===== src/rtl/dbg_ctrl_pkg.sv =====
package dbg_ctrl_pkg;

    typedef enum logic [1:0] {
        MODE_RUN   = 2'd0,
        MODE_DEBUG = 2'd1,
        MODE_HALT  = 2'd2
    } mode_e;

    // Action vector bit positions
    localparam int NUM_ACT     = 5;
    localparam int ACT_ENTER   = 0;
    localparam int ACT_BRKEXC  = 1;
    localparam int ACT_ILLEGAL = 2;
    localparam int ACT_HALT    = 3;
    localparam int ACT_OPSUB   = 4;

    // Event vector, index 0 is the highest priority
    localparam int NUM_EVT  = 5;
    localparam int EV_DBF   = 0;
    localparam int EV_PIN   = 1;
    localparam int EV_PBRK  = 2;
    localparam int EV_BGND  = 3;
    localparam int EV_SWBRK = 4;

    typedef logic [NUM_ACT-1:0] act_t;
    typedef logic [NUM_EVT-1:0] evt_t;

    // Action index chosen for a given event source and arming state
    function automatic int action_of(input int ev, input logic armed);
        int r;
        case (ev)
            EV_DBF:          r = armed ? ACT_ENTER : ACT_HALT;
            EV_PIN, EV_PBRK: r = armed ? ACT_ENTER : ACT_BRKEXC;
            EV_BGND:         r = armed ? ACT_ENTER : ACT_ILLEGAL;
            default:         r = ACT_OPSUB;
        endcase
        return r;
    endfunction

endpackage


===== src/rtl/dbg_arm_sync.sv =====
module dbg_arm_sync #(
    parameter int SYNC_STAGES = 2,
    parameter int NORM_CYC    = 2,
    parameter int ALT_CYC     = 4
) (
    input  logic clk,
    input  logic rst_n,
    input  logic alt_seq,
    input  logic brk_n,
    output logic armed,
    output logic pin_fall
);
    localparam int MAX_CYC = (ALT_CYC > NORM_CYC) ? ALT_CYC : NORM_CYC;
    localparam int CNT_W   = $clog2(MAX_CYC + 1);

    typedef struct packed {
        logic [SYNC_STAGES-1:0] chain;
        logic                   last;
        logic [CNT_W-1:0]       low_cnt;
        logic                   armed;
    } arm_st_t;

    arm_st_t st_d, st_q;
    logic    pin_s;
    logic [CNT_W-1:0] need;

    assign pin_s = st_q.chain[SYNC_STAGES-1];
    assign need  = alt_seq ? CNT_W'(ALT_CYC) : CNT_W'(NORM_CYC);

    always_comb begin
        st_d       = st_q;
        st_d.chain = {st_q.chain[SYNC_STAGES-2:0], brk_n};
        st_d.last  = pin_s;
        if (pin_s)
            st_d.low_cnt = '0;
        else if (st_q.low_cnt != CNT_W'(MAX_CYC))
            st_d.low_cnt = st_q.low_cnt + 1'b1;
        // Flag follows the qualifier through reset, frozen afterwards
        if (!rst_n)
            st_d.armed = (st_d.low_cnt >= need);
    end

    // Synchronizer and qualifier run during reset by design
    always_ff @(posedge clk) begin
        st_q <= st_d;
    end

    assign armed    = st_q.armed;
    assign pin_fall = st_q.last & ~pin_s;


    armed_hold_chk: assert property (@(posedge clk) disable iff (!rst_n)
        rst_n |=> $stable(st_q.armed));

endmodule


===== src/rtl/dbg_event_arb.sv =====
module dbg_event_arb
    import dbg_ctrl_pkg::*;
(
    input  evt_t evt,
    input  logic armed,
    output act_t act,
    output logic any
);
    always_comb begin
        act = '0;
        any = 1'b0;
        for (int i = 0; i < NUM_EVT; i++) begin
            if (evt[i] && !any) begin
                act[action_of(i, armed)] = 1'b1;
                any = 1'b1;
            end
        end
    end

endmodule


===== src/rtl/dbg_entry_ctrl.sv =====
module dbg_entry_ctrl
    import dbg_ctrl_pkg::*;
#(
    parameter int SYNC_STAGES = 2,
    parameter int NORM_CYC    = 2,
    parameter int ALT_CYC     = 4
) (
    input  logic clk,
    input  logic rst_n,
    input  logic alt_seq,
    input  logic brk_n,
    input  logic evt_dbf,
    input  logic evt_bgnd,
    input  logic evt_pbrk,
    input  logic evt_swbrk,
    input  logic resume,
    output logic dbg_en,
    output logic freeze,
    output logic halted,
    output logic act_enter,
    output logic act_brkexc,
    output logic act_illegal,
    output logic act_halt,
    output logic act_opsub
);
    typedef struct packed {
        mode_e mode;
        act_t  act;
    } ctl_st_t;

    ctl_st_t st_d, st_q;
    logic    armed, pin_fall, any_evt;
    evt_t    evt;
    act_t    arb_act;

    dbg_arm_sync #(
        .SYNC_STAGES(SYNC_STAGES),
        .NORM_CYC   (NORM_CYC),
        .ALT_CYC    (ALT_CYC)
    ) i_arm (
        .clk     (clk),
        .rst_n   (rst_n),
        .alt_seq (alt_seq),
        .brk_n   (brk_n),
        .armed   (armed),
        .pin_fall(pin_fall)
    );

    always_comb begin
        evt           = '0;
        evt[EV_DBF]   = evt_dbf;
        evt[EV_PIN]   = pin_fall;
        evt[EV_PBRK]  = evt_pbrk;
        evt[EV_BGND]  = evt_bgnd;
        evt[EV_SWBRK] = evt_swbrk;
    end

    dbg_event_arb i_arb (
        .evt  (evt),
        .armed(armed),
        .act  (arb_act),
        .any  (any_evt)
    );

    always_comb begin
        st_d     = st_q;
        st_d.act = '0;
        if (!rst_n) begin
            st_d.mode = MODE_RUN;
        end else begin
            case (st_q.mode)
                MODE_RUN: begin
                    if (any_evt) begin
                        st_d.act = arb_act;
                        if (arb_act[ACT_ENTER])
                            st_d.mode = MODE_DEBUG;
                        else if (arb_act[ACT_HALT])
                            st_d.mode = MODE_HALT;
                    end
                end
                MODE_DEBUG: begin
                    if (resume)
                        st_d.mode = MODE_RUN;
                end
                default: st_d.mode = MODE_HALT;
            endcase
        end
    end

    always_ff @(posedge clk) begin
        st_q <= st_d;
    end

    assign dbg_en      = armed;
    assign freeze      = (st_q.mode == MODE_DEBUG);
    assign halted      = (st_q.mode == MODE_HALT);
    assign act_enter   = st_q.act[ACT_ENTER];
    assign act_brkexc  = st_q.act[ACT_BRKEXC];
    assign act_illegal = st_q.act[ACT_ILLEGAL];
    assign act_halt    = st_q.act[ACT_HALT];
    assign act_opsub   = st_q.act[ACT_OPSUB];


    one_action_chk: assert property (@(posedge clk) disable iff (!rst_n)
        $onehot0({act_enter, act_brkexc, act_illegal, act_halt, act_opsub}));


    freeze_entry_chk: assert property (@(posedge clk) disable iff (!rst_n)
        $rose(freeze) |-> act_enter);


    quiet_outside_run_chk: assert property (@(posedge clk) disable iff (!rst_n)
        (freeze || halted) |=> (st_q.act == '0));


    halt_sticky_chk: assert property (@(posedge clk) disable iff (!rst_n)
        halted |=> halted);


    opsub_source_chk: assert property (@(posedge clk) disable iff (!rst_n)
        act_opsub |-> ($past(evt_swbrk) && !freeze));

endmodule


===== config.mk =====
export PLATFORM = sky130hd
export DESIGN_NAME = dbg_entry_ctrl
export DESIGN_NICKNAME = d
export VERILOG_FILES = /design/src/rtl/dbg_ctrl_pkg.sv /design/src/rtl/dbg_arm_sync.sv /design/src/rtl/dbg_event_arb.sv /design/src/rtl/dbg_entry_ctrl.sv
export SDC_FILE = /design/constraint.sdc
export NUM_CORES = 1
export LEC_CHECK = 0
export CORE_MARGIN = 3
export CORE_UTILIZATION = 45
export DETAILED_ROUTE_END_ITERATION = 12
export PLACE_DENSITY = 0.81
export SLEW_MARGIN = 30
export SYNTH_ARGS = -nofsm -noshare
export SYNTH_HDL_FRONTEND = slang
export SYNTH_HIERARCHICAL = 1
export SYNTH_SLANG_ARGS = --single-unit

===== constraint.sdc =====
create_clock -name clk -period 2 [get_ports clk]
set_input_delay 0.4 -clock clk [delete_from_list [all_inputs] [get_ports clk]]
set_output_delay 0.4 -clock clk [all_outputs]
set_load 0.02 [all_outputs]

==> summary.md <==
| Metric | Value |
|---|---|
| RePlAce Congestion | `approximately 0.76` |
| Clock share of power | `0.281` |
| Leak | `0.388 nW` |
| Power Density | `just over 800 nW/um^2` |
| Clock network latency to the later pin of the worst-skew pair | `between 0.2 and 0.3 ns` |
| Non-Filler Instances | `97` |
| Psw | `between 0.00015 and 0.0002 W` |
| Starting Density | `0.521` |
| Critical path required time | `about 1.6 ns` |
| First DRT Iteration DRCs | `7` |
| Area leader, netlist | `dfxtp_1` |
| Root Driver | `clkbuf_4` |
| N_diodes | `0` |
| Deepest clock path buffer count | `2` |
| Number of flops mapped to enable cells by yosys | `1` |
| Most common cell in the synthesized netlist | `dfxtp_1` |
| H-tree depth | `1` |
| IO Pins | `17` |
| GRT Residual Overflow | `0` |
| R2r setup slk | `roughly 0.21 ns` |
| Synth async-reset ratio | `0` |
| Mapped Nets | `74` |
| DP Area | `818 um^2` |
| Max stage delay on crit path | `approximately 0.6 ns` |
| Num CTS Buffers | `3` |
| Max-Cap Viols | `0` |
| Clk_skew | `approximately 0.0068 ns` |
| # rows | `12` |
| Internal cell power | `slightly above 0.0005 W` |
| GRT Overall Usage | `0.140` |
| Initial antenna violation count | `0` |
| Post-CTS Setup Inserts | `0` |
| First-pass GRT wire length | `around 2.0 mm` |
| Seq/Total Area, Yosys | `0.464` |
| Largest net degree at the start of global routing | `9` |
| WP buf/inv | `1` |
| Crit Path Class | `reg2out` |
| Hold-fix buffers at CTS | `0` |
| Post-CTS Resized | `0` |
| Worst-path fanout max | `6` |
| Syn-to-layout area delta | `36.6%` |
| Cell Chain, Critical Path | `and2b_2 > clkdlybuf4s50_1` |
| CTS tree | `built` |
| Final #Nets | `just under 100` |
| Vias per inst | `roughly 5` |
| Tmin final | `about 1.8 ns` |
| Top post-synthesis cells by count | `13 x dfxtp_1, 6 x inv_1, 5 x and2_1, 4 x ha_1` |
| Synth Instances | `just over 60` |
| Slowest stage cell, crit path | `clkdlybuf4s50_1` |
| Final WL | `1.11 mm` |
| Syn Area/Cell | `approximately 10 um^2` |
| Fin util | `0.711` |
| Antenna Nets Post-Route | `0` |
| Drt first pass iters | `3` |
| Yosys warning count | `6` |
| Worst hold path type | `reg2reg` |
| Top Family by Delay on Critical Path | `buffers and inverters` |
| Die ar. | `between 1500 and 2000 um^2` |
| Endpoint class of the critical path | `output pin` |
| Vias in the first global route | `498` |
| Routed wire per std cell | `around 11 um` |
| Register Area | `290 um^2` |
| Reg-to-reg startpoint | `i_arm/pin_s` |
| Achievable frequency | `between 500 and 600 MHz` |
| Setup crit start | `st_q[5]` |
| Via count | `between 400 and 500` |
| Main synth FF type | `dfxtp_1` |
| Mapped Area | `626 um^2` |
| Top cell type's share of synthesized area | `0.416` |
| Share of cells above drive strength 1 | `0.133` |
| Sequential share of power | `0.475` |
| Pre-CTS setup slack | `between 0.02 and 0.03 ns` |
| Crit path DAT | `1.44 ns` |
| Startpoint Class | `register` |
| # DRC | `0` |
| Path length in cells of the critical path | `2` |
| PortBufs | `16` |
| Clock transition at path regs | `approximately 0.080 ns` |
| CTS sink cnt | `14` |
| Crit Reg-Reg Endpoint | `st_q[5]` |
| Worst R2R Path Depth | `6` |
| Fin crit share | `0.921` |
| Top post-synthesis cells by area | `dfxtp_1 42%, ha_1 8.0%, and2_1 5.0%, edfxtp_1 4.8%, inv_1 3.6%` |
| Combinational share of power | `0.244` |
| Synth unique cells | `28` |
| Die height | `between 40 and 50 um` |
| CP Capture Point | `freeze` |
| Maximum vdd ir drop | `about 540 uV` |
| Final Max Tran Viols | `0` |
| Status | `finished clean` |
| # setup viols final | `0` |
| Hold Fails Final Rpt | `0` |
| Relative slew slack | `0.813` |
| Final setup margin | `about 0.16 ns` |
| Setup TNS | `0 ns` |
| Placed insts | `93` |
| Seq cells post-synth | `14` |
| Core Region | `1200 um^2` |
| RSZ-0062 raised after global routing | `no` |
| Worst slew pin tran | `~0.28 ns` |
| Die X-Extent | `43.3 um` |
| Sw Share | `0.260` |
| # fillers | `96` |
| Area of the multi-input gates | `approximately 310 um^2` |
| Design area | `about 850 um^2` |
layout by cell type, fill, tap and decap left out, types with 3 or more instances in the layout:
cell / synthesis / routed
clkdlybuf4s50_1: 0 / 16
clkbuf_4: 0 / 3
and2_1: 5 / 5
ha_1: 4 / 4
inv_1: 6 / 6
dfxtp_1: 13 / 13
nor2_1: 3 / 3
nor2b_1: 3 / 3
worst min-delay path by stage:
stage                  startpoint     endpoint  slack [ns]  cells past startpoint
finish              i_arm/st_d[6]  i_arm/pin_s        0.33                      0
global route        i_arm/st_d[6]  i_arm/pin_s        0.35                      0
CTS                 i_arm/st_d[6]  i_arm/pin_s        0.34                      0
detailed placement  i_arm/st_d[6]  i_arm/pin_s        0.32                      0
global placement    i_arm/st_d[6]  i_arm/pin_s        0.31                      0
floorplan           i_arm/st_d[6]  i_arm/pin_s        0.31                      0
worst register-to-register path, stage by stage (launching register included):
cell and delay, ns:
dfxtp_1 0.40, and2b_2 0.26, nor4_2 0.33, nand2b_1 0.14, and4bb_4 0.23, and2_4 0.15, a31o_1 0.17
registers in the layout, indices dropped and copies added (netlist names):
name,count
i_arm/st_d,1
act_halt,1
act_illegal,1
act_opsub,1
i_arm/armed,1
act_enter,1
i_arm/st_q,4
act_brkexc,1
i_arm/pin_s,1
st_q,2
metal layers:
metal | track usage | share of wire | up-vias
met4 | 0.0602 | 0.0072 | 0
met5 | 0 | 0 | -
li1 | - | - | 257
met3 | 0.0466 | 0.069 | 2
met2 | 0.242 | 0.50 | 12
met1 | 0.151 | 0.42 | 215
power groups by stage:
stage | Sequential [W] | Clock, W | Combinational, W
2_1_floorplan | 0.000345 | 0 | 0.0000931
3_3_place_gp | 0.000338 | 0 | 0.000166
3_5_place_dp | 0.000339 | 0 | 0.000172
4_1_cts | 0.000332 | 0.000208 | 0.000173
5_1_grt | 0.000337 | 0.000223 | 0.000187
6_report | 0.000332 | 0.000197 | 0.000170
per-stage QoR:
stage               hold slack (ns)  total power, W
floorplan                     0.310        0.000438
global placement              0.314        0.000504
detailed placement            0.318        0.000511
CTS                           0.338        0.000712
global route                  0.350        0.000747
finish                        0.335        0.000699
cell type report:
| type | count | share of cell area |
|---|---|---|
| Clock buffer | 4 | 0.0425 |
| Timing Repair Buffer | 18 | 0.205 |
| Inverter | 6 | 0.0264 |
| Tap cell | 14 | 0.0205 |
| Multi-Input combinational cell | 41 | 0.366 |
| Sequential cell | 14 | 0.340 |
cell families after synthesis:
group,Yosys count,share of synthesized area
and+or+nand+nor,27,0.300
AOI/OAI and AO/OA,10,0.120
adders and majority gates,4,0.0800
buffers and inverters,6,0.0360
DFF,14,0.464
(Power assumes the default switching activity.)
